===== config.mk =====
export PLATFORM = sky130hd
export DESIGN_NAME = pix_fifo_unpack
export DESIGN_NICKNAME = d
export VERILOG_FILES = /design/src/rtl/pix_fifo_pkg.sv /design/src/rtl/pix_word_store.sv /design/src/rtl/pix_unpacker.sv /design/src/rtl/pix_fifo_unpack.sv
export SDC_FILE = /design/constraint.sdc
export NUM_CORES = 1
export LEC_CHECK = 0
export ABC_AREA = 1
export BUFFER_PORTS_ARGS = -buffer_cell sky130_fd_sc_hd__buf_2
export CAP_MARGIN = 20
export CORE_AREA = 2 2 133 135
export CTS_CLUSTER_DIAMETER = 80
export DETAILED_ROUTE_END_ITERATION = 8
export DIE_AREA = 0 0 135 137
export GPL_TIMING_DRIVEN = 1
export PLACE_DENSITY = 0.86
export SLEW_MARGIN = 15
export SYNTH_ARGS = -nofsm -noshare
export SYNTH_HDL_FRONTEND = slang
export SYNTH_SLANG_ARGS = --single-unit

===== constraint.sdc =====
create_clock -name clk_i -period 2.55 [get_ports clk_i]
set_clock_uncertainty 0.1 [all_clocks]
set_input_delay 0.1275 -clock clk_i [delete_from_list [all_inputs] [get_ports clk_i]]
set_output_delay 0.1275 -clock clk_i [all_outputs]
set_load 0.005 [all_outputs]

===== src/rtl/pix_fifo_pkg.sv =====
package pix_fifo_pkg;
  typedef enum logic [1:0] {
    PM_4  = 2'd0,
    PM_8  = 2'd1,
    PM_12 = 2'd2,
    PM_16 = 2'd3
  } pix_mode_e;
endpackage


===== src/rtl/pix_word_store.sv =====
module pix_word_store #(
  parameter int WORD_W = 32,
  parameter int DEPTH  = 5,
  localparam int CNT_W = $clog2(DEPTH + 1),
  localparam int IDX_W = $clog2(DEPTH)
) (
  input  logic              clk_i,
  input  logic              rst_ni,
  input  logic              push_i,
  input  logic [WORD_W-1:0] push_data_i,
  input  logic              pop_i,
  output logic [WORD_W-1:0] head_o,
  output logic [CNT_W-1:0]  count_o,
  output logic              overflow_o
);
  logic [WORD_W-1:0] mem_q [DEPTH];
  logic [CNT_W-1:0]  cnt_q;
  logic              ovf_q;
  logic              full, push_ok, pop_ok;
  logic [CNT_W-1:0]  wr_idx;

  assign full    = (cnt_q == CNT_W'(DEPTH));
  assign push_ok = push_i && !full;
  assign pop_ok  = pop_i && (cnt_q != '0);
  assign wr_idx  = pop_ok ? cnt_q - 1'b1 : cnt_q;

  always_ff @(posedge clk_i or negedge rst_ni) begin
    if (!rst_ni) begin
      for (int i = 0; i < DEPTH; i++) mem_q[i] <= '0;
    end else begin
      if (pop_ok)
        for (int i = 0; i < DEPTH - 1; i++) mem_q[i] <= mem_q[i+1];
      if (push_ok) mem_q[wr_idx[IDX_W-1:0]] <= push_data_i;
    end
  end

  always_ff @(posedge clk_i or negedge rst_ni) begin
    if (!rst_ni) begin
      cnt_q <= '0;
      ovf_q <= 1'b0;
    end else begin
      if (push_ok && !pop_ok)      cnt_q <= cnt_q + 1'b1;
      else if (pop_ok && !push_ok) cnt_q <= cnt_q - 1'b1;
      if (push_i && full) ovf_q <= 1'b1;
    end
  end

  assign head_o     = mem_q[0];
  assign count_o    = cnt_q;
  assign overflow_o = ovf_q;
endmodule


===== src/rtl/pix_unpacker.sv =====
module pix_unpacker
  import pix_fifo_pkg::*;
#(
  parameter int WORD_W = 32,
  parameter int PIX_W  = 16,
  localparam int NIB_N  = WORD_W / 4,
  localparam int BYTE_N = WORD_W / 8,
  localparam int HALF_N = WORD_W / 16,
  localparam int SLOT_W = $clog2(NIB_N),
  localparam int BSEL_W = $clog2(BYTE_N),
  localparam int HSEL_W = $clog2(HALF_N)
) (
  input  logic              clk_i,
  input  logic              rst_ni,
  input  pix_mode_e         mode_i,
  input  logic              word_avail_i,
  input  logic [WORD_W-1:0] word_i,
  input  logic              pix_ready_i,
  output logic              pix_valid_o,
  output logic [PIX_W-1:0]  pix_data_o,
  output logic              word_done_o
);
  logic [3:0]  nib  [NIB_N];
  logic [7:0]  byt  [BYTE_N];
  logic [15:0] half [HALF_N];
  logic [SLOT_W-1:0] slot_q, last_slot;
  logic fire, last;

  for (genvar k = 0; k < NIB_N; k++) begin : g_nib
    assign nib[k] = word_i[4*k +: 4];
  end
  for (genvar k = 0; k < BYTE_N; k++) begin : g_byte
    assign byt[k] = word_i[8*k +: 8];
  end
  for (genvar k = 0; k < HALF_N; k++) begin : g_half
    assign half[k] = word_i[16*k +: 16];
  end

  always_comb begin
    unique case (mode_i)
      PM_4:    last_slot = SLOT_W'(NIB_N - 1);
      PM_8:    last_slot = SLOT_W'(BYTE_N - 1);
      default: last_slot = SLOT_W'(HALF_N - 1);
    endcase
  end

  always_comb begin
    pix_data_o = '0;
    unique case (mode_i)
      PM_4:  pix_data_o[3:0]  = nib[slot_q];
      PM_8:  pix_data_o[7:0]  = byt[slot_q[BSEL_W-1:0]];
      PM_12: pix_data_o[11:0] = half[slot_q[HSEL_W-1:0]][11:0];
      PM_16: pix_data_o[15:0] = half[slot_q[HSEL_W-1:0]];
      default: pix_data_o = '0;
    endcase
  end

  assign pix_valid_o = word_avail_i;
  assign fire        = word_avail_i && pix_ready_i;
  assign last        = (slot_q == last_slot);
  assign word_done_o = fire && last;

  always_ff @(posedge clk_i or negedge rst_ni) begin
    if (!rst_ni)    slot_q <= '0;
    else if (fire)  slot_q <= last ? '0 : slot_q + 1'b1;
  end
endmodule


===== src/rtl/pix_fifo_unpack.sv =====
module pix_fifo_unpack
  import pix_fifo_pkg::*;
#(
  parameter int WORD_W    = 32,
  parameter int DEPTH     = 5,
  parameter int REQ_EMPTY = 4,
  parameter int PIX_W     = 16,
  localparam int CNT_W    = $clog2(DEPTH + 1)
) (
  input  logic              clk_i,
  input  logic              rst_ni,
  input  logic              push_i,
  input  logic [WORD_W-1:0] push_data_i,
  input  logic [1:0]        mode_i,
  input  logic              pix_ready_i,
  output logic              pix_valid_o,
  output logic [PIX_W-1:0]  pix_data_o,
  output logic [1:0]        pix_width_o,
  output logic              pix_to_dither_o,
  output logic              dma_req_o,
  output logic              overflow_o
);
  pix_mode_e         mode;
  logic [WORD_W-1:0] head;
  logic [CNT_W-1:0]  count;
  logic              word_done;

  assign mode = pix_mode_e'(mode_i);

  pix_word_store #(.WORD_W(WORD_W), .DEPTH(DEPTH)) u_store (
    .clk_i, .rst_ni, .push_i, .push_data_i,
    .pop_i(word_done), .head_o(head), .count_o(count), .overflow_o
  );

  pix_unpacker #(.WORD_W(WORD_W), .PIX_W(PIX_W)) u_unpack (
    .clk_i, .rst_ni, .mode_i(mode),
    .word_avail_i(count != '0), .word_i(head),
    .pix_ready_i, .pix_valid_o, .pix_data_o, .word_done_o(word_done)
  );

  // empty slots = DEPTH - count
  assign dma_req_o       = (CNT_W'(DEPTH) - count) >= CNT_W'(REQ_EMPTY);
  assign pix_width_o     = mode_i;
  assign pix_to_dither_o = (mode == PM_12);
endmodule


== Word level (Yosys, flattened, before mapping) ==
Cells that the tools add are included.

* $add $sub $neg: 4
* Magnitude comparators: 6
* Equal/unequal tests: 5
* Muxes and demuxes: 23
* Bitwise logic cells: 4
* Reduce and logical (&&, ||, !) cells: 15

{| class="wikitable"
|+ Operators with widths
! cell !! number
|-
| bitwise mux 160 bit || 1
|-
| two-way mux 160 bit || 1
|-
| two-way mux 128 bit || 1
|-
| demux 32 bit (select 3 bit) || 1
|-
| two-way mux 16 bit || 3
|-
| two-way mux 32 bit || 1
|-
| binary-select mux 8 bit (select 2 bit) || 1
|-
| two-way mux 4 bit || 4
|-
| two-way mux 8 bit || 2
|-
| binary-select mux 4 bit (select 3 bit) || 1
|-
| two-way mux 3 bit || 4
|-
| one-hot mux 4 bit (3 select lines) || 1
|-
| >= comparator 4 bit (second input constant) || 2
|-
| logical AND 1 bit || 8
|-
| NOT 3 -> 4 bit || 2
|-
| one-hot mux 4 bit (2 select lines) || 1
|-
| adder 3 x 1 -> 3 bit (second input constant) || 2
|-
| >= comparator 3 bit (second input constant) || 2
|-
| one-hot mux 3 bit (2 select lines) || 1
|-
| == test 2 bit (second input constant) || 2
|-
| less-than comparator 4 x 1 -> 1 bit (second input constant) || 1
|-
| == test 3 bit || 1
|-
| == test 3 bit (second input constant) || 1
|-
| zero test 1 bit || 3
|-
| 10 further kinds || 10
|}

* Bits in registers: 167
* Bits of input ports: 38
* Output and inout bits: 22

== Depth between registers and ports, before layout ==
Gate-level depths: netlist (run 1).

* Word-level depth: 13
* Gate-level depth with buffers: 14
* Depth with buffers taken out: 11

== Hierarchy ==
A second synthesis (run 1) with hierarchy kept.

* Cells, all modules: 1358
* Area total of the unflattened synthesis: 9404.0 sq um

{| class="wikitable"
|+ By module, submodules not included
! module !! instances !! cells an instance !! area each (sq um) !! sequential area each (sq um)
|-
| pix_word_store || 1 || 1165 || 8419.3 || 4103.9
|-
| pix_unpacker || 1 || 182 || 927.1 || 75.1
|-
| pix_fifo_unpack || 1 || 11 || 57.6 || 0.0
|}

== Least setup slack after synthesis (run 1) ==
OpenSTA, ideal clock, no wires.

* Path type: reg-to-reg
* Start point: register u_store.cnt_q[0], in the netlist u_store.count_o[0]
* End point: register u_store.cnt_q[2], in the netlist u_store.count_o[2]
* Arrival: 2.256 ns
* Slack: 0.116 ns
* Stages on the path, launching flop included: 13
* Cells stage by stage: dfrtp_1 -> clkbuf_1 -> inv_1 -> ha_1 -> a21boi_2 -> nand3_2 -> buf_6 -> buf_2 -> clkbuf_1 -> ha_1 -> inv_1 -> o21ai_0 -> a21oi_1

* Longest elaborated chain between the ends: 7

{| class="wikitable"
|+ RTL lines
! item !! line !! source
|-
| start: declaration || pix_word_store.sv:17 || <nowiki>logic [CNT_W-1:0] cnt_q;</nowiki>
|-
| start signal: assignment || pix_word_store.sv:42 || <nowiki>if (push_ok && !pop_ok) cnt_q <= cnt_q + 1'b1;</nowiki>
|-
| start signal: assignment || pix_word_store.sv:43 || <nowiki>else if (pop_ok && !push_ok) cnt_q <= cnt_q - 1'b1;</nowiki>
|-
| parallel branches: the longest is 7 deep, another holds subtractor 3 x 1 -> 3 bit || -- ||
|}

Parallel ways; which one is timed is not known. The select of a mux whose other input is x is not followed.
A chain may end at the register's enable or synchronous reset.

== Worst setup path after layout (run 1) ==
* Start point: register u_store.cnt_q[1], in the netlist u_store.count_o[1]
* End point: register u_store.mem_q[116] (netlist name)

* Longest elaborated chain between the ends: 12

{| class="wikitable"
|+ RTL lines
! item !! line !! source
|-
| parallel branches: the longest is 11 deep, another holds >= comparator 4 bit || -- ||
|-
| two-way mux 160 bit * || pix_word_store.sv:33 || <nowiki>if (push_ok) mem_q[wr_idx[IDX_W-1:0]] <= push_data_i;</nowiki>
|-
| end signal: indexed assignment || pix_word_store.sv:33 ||
|-
| end: declaration || pix_word_store.sv:16 || <nowiki>logic [WORD_W-1:0] mem_q [DEPTH];</nowiki>
|}

Every way passes the cells marked *.

==> run metrics, run 1 <==
Async SR Flop Fraction 1.00; finished layout cell area 0.0107 mm²; class of the tightest hold or removal check input port to asynchronous set/reset pin; Via density 5.60; critical path class flip-flop to flip-flop; Slew headroom 0.442; antenna-violating nets left 0; die area 0.0185 mm²; DR WL/cell 15.5 µm; CP top delay family simple AND/OR/NAND/NOR gates; Place WS -0.0829 ns; area of the multi-input gates 0.00436 mm²; ys flop type dfrtp_1; initial antenna violation count 0; DRT Wirelength 25.3 mm; Netlist cell types 26; routed vias 9,131; Pins Over Slew Limit 0; initial core utilization 0.542; non-filler instance count after layout 1,630; Setup Viol. Count Final 0; Root Driver clkbuf_16; post-synth net total 1,367; Hold Fails Final Rpt 0; drc violations 0; worst hold slack 0.162 ns; PortBufs 59; Clk pin slew, worst setup/hold paths 0.07 ns; reg2reg start u_store.count_o[1]$_DFFE_PN0P_; crit end category flip-flop; crit path DAT 2.62 ns; RSZ-0062 raised after global routing no; cell count after synthesis 1,322; Crit path buffers/inverters 2; drt first pass iters 5; Cell Chain, Critical Path inv_1, ha_1, a21boi_2, buf_4, nand3_1, nand2_1, nor2_2, nand3_1, nand2_1; largest net degree at the start of global routing 66; worst-margin pin slew 0.837 ns; Synth Area per Inst 7.00 µm²; ANT cells 0; Die H 137 µm; count of standard-cell rows 48; TritonCTS Buffers 17; setup ws final 0.191 ns; area grow syn2layout 15.9%; status complete, no violations; clock sinks 167; clk_lat worst skew 0.43 ns; gr usage total 0.283; top cells by area, synth dfrtp_1, nand2_1, nand3_1; DR iter-0 viols 979; crit path from u_store.count_o[1]$_DFFE_PN0P_; grt total ovfl 0; share of cells above drive strength 1 0.116; Synth Cell Area 0.00925 mm²; Yosys warning total 0; routability cong. 0.887; sequential share of the synthesized area 0.452; FF+latch area 0.00418 mm²; peak supply drop 0.619 mV; final worst-path cycle share 0.925; Max clock buf depth 2; Placed Cells 1,561; area share of the largest cell type after synthesis 0.452; Placement Cell Area 0.00977 mm²; critical path required time 2.81 ns; H-tree depth 4; TNS Setup 0 ns; CTS tree done; #FFs+latches synth 167; Die W 135 µm; I/O pins 60; EDFF count, synth 0; max incr delay on CP 0.73 ns; nets@finish 1,437; PD cells 1190 mW/mm²; core area 0.0171 mm²; first-pass GRT wire length 41.8 mm; # fillers 1,452; min Tclk post-route 2.36 ns; Leakage Power 5.76 nW; Max Cap Viol 0; hpwl dp 15.6 mm; crit start category flip-flop; area leader, netlist dfrtp_1; worst-path maximum fanout 16; Max stage delay cell, worst path nor2_2; fmax 424 MHz; vias in the first global route 8,492
-- per-stage QoR --
step           power [W]  utilization
6_report          0.0128        0.629
5_1_grt           0.0138        0.629
4_1_cts           0.0127        0.628
3_5_place_dp      0.0101        0.573
3_3_place_gp     0.00985        0.573
2_1_floorplan    0.00854            -
-- cells in the mapped netlist, types with 2 or more instances --
master and count:
clkbuf_1 24, a21oi_1 15, xnor2_1 2, inv_1 47, nand3_1 202, nand4_1 3, o22ai_1 4, buf_1 4
nor2_2 2, buf_2 40, nor2_1 13, o211ai_1 3, buf_4 14, ha_1 7, o21ai_0 79, nand2_1 664
nor2_4 6, inv_2 6, nand2_2 5, buf_6 10, dfrtp_1 167
-- routing by layer --
layer	vias up	GRT usage	wire, µm
li1	4330	-	-
met1	4309	0.392	10800
met2	444	0.456	11900
met3	48	0.0467	2030
met4	0	0.0984	520
met5	-	0	0
-- layout make-up --
type | instances | share of cell area
multi-input cells | 1011 | 0.407
flip-flops and latches | 167 | 0.390
repair buffers | 142 | 0.104
clock buffers | 18 | 0.0410
well taps | 225 | 0.0263
inverters | 53 | 0.0187
clock inverters | 14 | 0.0130
-- cells by family (layout without fill, tap and decap cells) --
family | after synthesis | count (layout) | share of synthesized area
fa+ha+maj | 7 | 7 | 0.00947
simple gates | 896 | 897 | 0.399
buf+inv | 145 | 227 | 0.0780
compound gates | 104 | 104 | 0.0588
xor+xnor | 3 | 3 | 0.00284
flops | 167 | 167 | 0.452
-- worst register-to-register path, cell delays in order (launching register included) --
cell,delay (ns)
dfrtp_1,0.38
inv_1,0.08
ha_1,0.19
a21boi_2,0.09
buf_4,0.18
nand3_1,0.08
nand2_1,0.20
nor2_2,0.73
nand3_1,0.17
nand2_1,0.11
-- path summary, 6_finish.rpt --
| check | end | slack [ns] | cells past startpoint |
|---|---|---|---|
| worst max-delay path | u_store.mem_q[116]$_DFF_PN0_ | 0.19 | 9 |
| worst min-delay path | asynchronous set/reset pin | 0.16 | 2 |
| worst max register to register | u_store.mem_q[116]$_DFF_PN0_ | 0.19 | 9 |
| worst min register to register | flip-flop | 0.37 | 2 |
| max in group asynchronous | u_store.head_o[9]$_DFF_PN0_ | 1.42 | 3 |
| min in group clk_i | u_unpack.slot_q[1]$_DFFE_PN0N_ | 0.21 | 5 |
-- power breakdown --
part | switching (W) | internal, W | leakage, nW
Combinational | 0.00382 | 0.00202 | 3.37
Clock | 0.00114 | 0.00139 | 0.276
Sequential | 0.000627 | 0.00380 | 2.12
Total | 0.00559 | 0.00721 | 5.76
-- timing repair --
action / 4_1_cts / 5_1_grt
endpoints found under the setup margin: 44 / 45
hold buffers: 34 / 0
endpoints found under the hold margin: 221 / 0
gates cloned: 1 / 0
gates resized for setup: 0 / 2
pin swaps: 1 / 0
setup buffers: 2 / 0
-- cells in the final DEF, fill, tap and decap left out --
cell / Yosys / final
nor2_4: 6 / 6
buf_12: 0 / 8
inv_2: 6 / 5
nand3_1: 202 / 202
dlygate4sd3_1: 0 / 34
xor2_1: 1 / 1
nand2_1: 664 / 664
inv_8: 0 / 1
inv_6: 0 / 5
a21oi_1: 15 / 15
nand4_1: 3 / 3
clkbuf_8: 0 / 1
clkinv_2: 0 / 2
bufinv_16: 0 / 1
clkinvlp_4: 0 / 3
buf_6: 10 / 3
a31o_2: 1 / 1
o21ai_0: 79 / 79
nand3_4: 0 / 1
a21boi_2: 1 / 1
nand2_2: 5 / 5
clkinv_4: 0 / 3
dfrtp_1: 167 / 167
ha_1: 7 / 7
nor2_2: 2 / 3
o211ai_1: 3 / 3
nor2_1: 13 / 13
a31oi_1: 1 / 1
xnor2_1: 2 / 2
buf_4: 14 / 39
inv_1: 47 / 47
buf_2: 40 / 58
o22ai_1: 4 / 4
clkbuf_16: 0 / 17
Power figures use the tool's default switching activity.
==> run 2, diff against run 1 <==
--- a/config.mk
+++ b/config.mk
@@ -5,15 +5,16 @@
 export SDC_FILE = /design/constraint.sdc
 export NUM_CORES = 1
 export LEC_CHECK = 0
-export ABC_AREA = 1
+export ABC_AREA = 0
 export BUFFER_PORTS_ARGS = -buffer_cell sky130_fd_sc_hd__buf_2
 export CAP_MARGIN = 20
-export CORE_AREA = 2 2 133 135
+export CORE_AREA = 2 2 134 136
 export CTS_CLUSTER_DIAMETER = 80
 export DETAILED_ROUTE_END_ITERATION = 8
-export DIE_AREA = 0 0 135 137
+export DIE_AREA = 0 0 136 138
 export GPL_TIMING_DRIVEN = 1
 export PLACE_DENSITY = 0.86
+export RECOVER_POWER = 100
 export SLEW_MARGIN = 15
 export SYNTH_ARGS = -nofsm -noshare
 export SYNTH_HDL_FRONTEND = slang
==> run 2 against run 1 <==
Power increased by 14%. Combinational power increased by 14%. Flip-flop and latch count unchanged. Critical path type is now flip-flop to primary output. Critical endpoint is now pix_data_o[1].
==> run metrics, run 2 <==
Hold Path Sink u_unpack.slot_q[0]$_DFFE_PN0N_; hold wc startpoint pix_ready_i; initial core utilization 0.533; share of cells above drive strength 1 0.551; grt total ovfl 0; finished layout cell area 0.0111 mm²; DR WL/cell 21.6 µm; crit path DAT 2.30 ns; cell count after synthesis 643; DRT Wirelength 21.3 mm; ANT cells 0; Crit path buffers/inverters 2; hold path depth 4; I/O pins 60; Via density 5.82; gr usage total 0.231; largest net degree at the start of global routing 67; most used standard cell by instance count after synthesis mux2_2; Leakage Power 5.20 nW; top cells by area, synth dfrtp_1, mux2_2, mux2_4; initial antenna violation count 0; Synth Area per Inst 14.5 µm²; hpwl dp 13.7 mm; area share of the largest cell type after synthesis 0.447; clock sinks 167; count of standard-cell rows 49; worst-path maximum fanout 22; CTS tree done; crit start category flip-flop; critical path class flip-flop to primary output; die area 0.0188 mm²; nets@finish 791; H-tree depth 4; Die W 136 µm; commonest non-fill, non-tap cell in the layout mux2_2; setup ws final 0.0264 ns; drc violations 0; Worst R2R Setup Slack 0.08 ns; sequential share of the synthesized area 0.447; peak supply drop 0.649 mV; post-synth net total 688; ys flop type dfrtp_1; antenna-violating nets left 0; routability cong. 0.841; Place WS 0.0812 ns; TritonCTS Buffers 17; post-layout util 0.633; Placement Cell Area 0.0100 mm²; worst hold slack 0.150 ns; reg2reg start u_store.count_o[0]$_DFFE_PN0P_; worst flop-to-flop path endpoint u_store.mem_q[73]$_DFF_PN0_; area grow syn2layout 18.7%; top cells by count, synth mux2_2, dfrtp_1, mux2_4; routed vias 5,748; #FFs+latches synth 167; clk_lat worst skew 0.44 ns; Max Cap Viol 0; crit end category primary output; max incr delay on CP 0.54 ns; Pins Over Slew Limit 0; critical path required time 2.32 ns; Setup Viol. Count Final 0; vias in the first global route 6,181; Cell Chain, Critical Path buf_6, mux4_2, mux2i_1, o221ai_1, buf_2; Yosys warning total 0; min Tclk post-route 2.52 ns; Hold Fails Final Rpt 0; DR iter-0 viols 335; Reg2Reg Depth 10; Netlist cell types 38; first-pass GRT wire length 33.5 mm; class of the tightest hold or removal check input port to flip-flop; final worst-path cycle share 0.990; PD cells 1310 mW/mm²; Pwr Total 0.0145 W; status complete, no violations; PortBufs 59; fmax 396 MHz; CP top delay family multiplexers; drt first pass iters 4; Clk pin slew, worst setup/hold paths 0.06 ns; core area 0.0175 mm²; Die H 138 µm; Root Driver clkbuf_16; Max clock buf depth 2; commonest non-fill, non-tap cells in the layout mux2_2, dfrtp_1, mux2_4; EDFF count, synth 0; Slew headroom 0.249; Async SR Flop Fraction 1.00; area leader, netlist dfrtp_1; worst-margin pin slew 1.13 ns; Synth Cell Area 0.00934 mm²; Max stage delay cell, worst path mux4_2
[run 2: kinds of logic after synthesis]
kind of cell / after synthesis / synth area share
compound gates: 25 / 0.0177
mux: 331 / 0.454
flops: 167 / 0.447
fa+ha+maj: 7 / 0.00938
xor+xnor: 8 / 0.00750
simple gates: 53 / 0.0269
buf+inv: 52 / 0.0367
[run 2: layout make-up]
class                           count  area, µm²
Clock buffer                       21        470
Clock inverter                     11        171
Fill cell                        1227       6440
Inverter                            6       22.5
Multi-Input combinational cell    424       4840
Sequential cell                   167       4180
Tap cell                          229        287
Timing Repair Buffer              130       1120
[run 2: how the worst max path moves through the flow]
stage / depth (start not counted) / startpoint / to / slack (ns)
detailed placement: 9 / u_store.count_o[1]$_DFFE_PN0P_ / u_store.head_o[22]$_DFF_PN0_ / 0.08
global placement: 9 / u_store.count_o[1]$_DFFE_PN0P_ / u_store.mem_q[48]$_DFF_PN0_ / 0.19
global route: 5 / u_unpack.slot_q[1]$_DFFE_PN0N_ / pix_data_o[1] / -0.01
CTS: 5 / u_unpack.slot_q[1]$_DFFE_PN0N_ / pix_data_o[1] / 0.04
finish: 5 / u_unpack.slot_q[1]$_DFFE_PN0N_ / pix_data_o[1] / 0.03
floorplan: 12 / u_store.count_o[0]$_DFFE_PN0P_ / u_store.head_o[0]$_DFF_PN0_ / 0.02
[run 2: routing by layer]
metal	up-vias	GRT usage	wire length, µm
li1	2545	-	-
met1	2964	0.289	8690
met2	191	0.400	10900
met3	48	0.0392	1090
met4	0	0.0872	609
met5	-	0	0
[run 2: repair_timing]
action | CTS | global route
resized for setup | 0 | 3
hold buffers | 34 | 0
setup endpoints to repair | 0 | 101
hold endpoints to repair | 328 | 0
setup buffers | 0 | 7
[run 2: report_power, final]
group / switching [W] / leakage [nW] / total (W) / internal (W)
Sequential: 0.00107 / 2.01 / 0.00510 / 0.00403
Clock: 0.00106 / 0.309 / 0.00278 / 0.00172
Combinational: 0.00247 / 2.89 / 0.00665 / 0.00419
[run 2: through the flow]
| step | cells | setup TNS, ns |
|---|---|---|
| final | 988 | 0 |
| after global routing | 988 | -0.0168 |
| after CTS | 980 | 0 |
| after detailed placement | 914 | 0 |
| after global placement | 914 | 0 |
| after floorplan | 643 | 0 |
[run 2: worst reg2reg max path, stage by stage (launching register included)]
cell	delay (ns)
dfrtp_1	0.36
inv_1	0.09
ha_1	0.20
nand2b_1	0.10
and2_1	0.22
nand4_4	0.18
buf_12	0.21
buf_12	0.12
buf_4	0.18
mux2_4	0.32
mux2_2	0.27
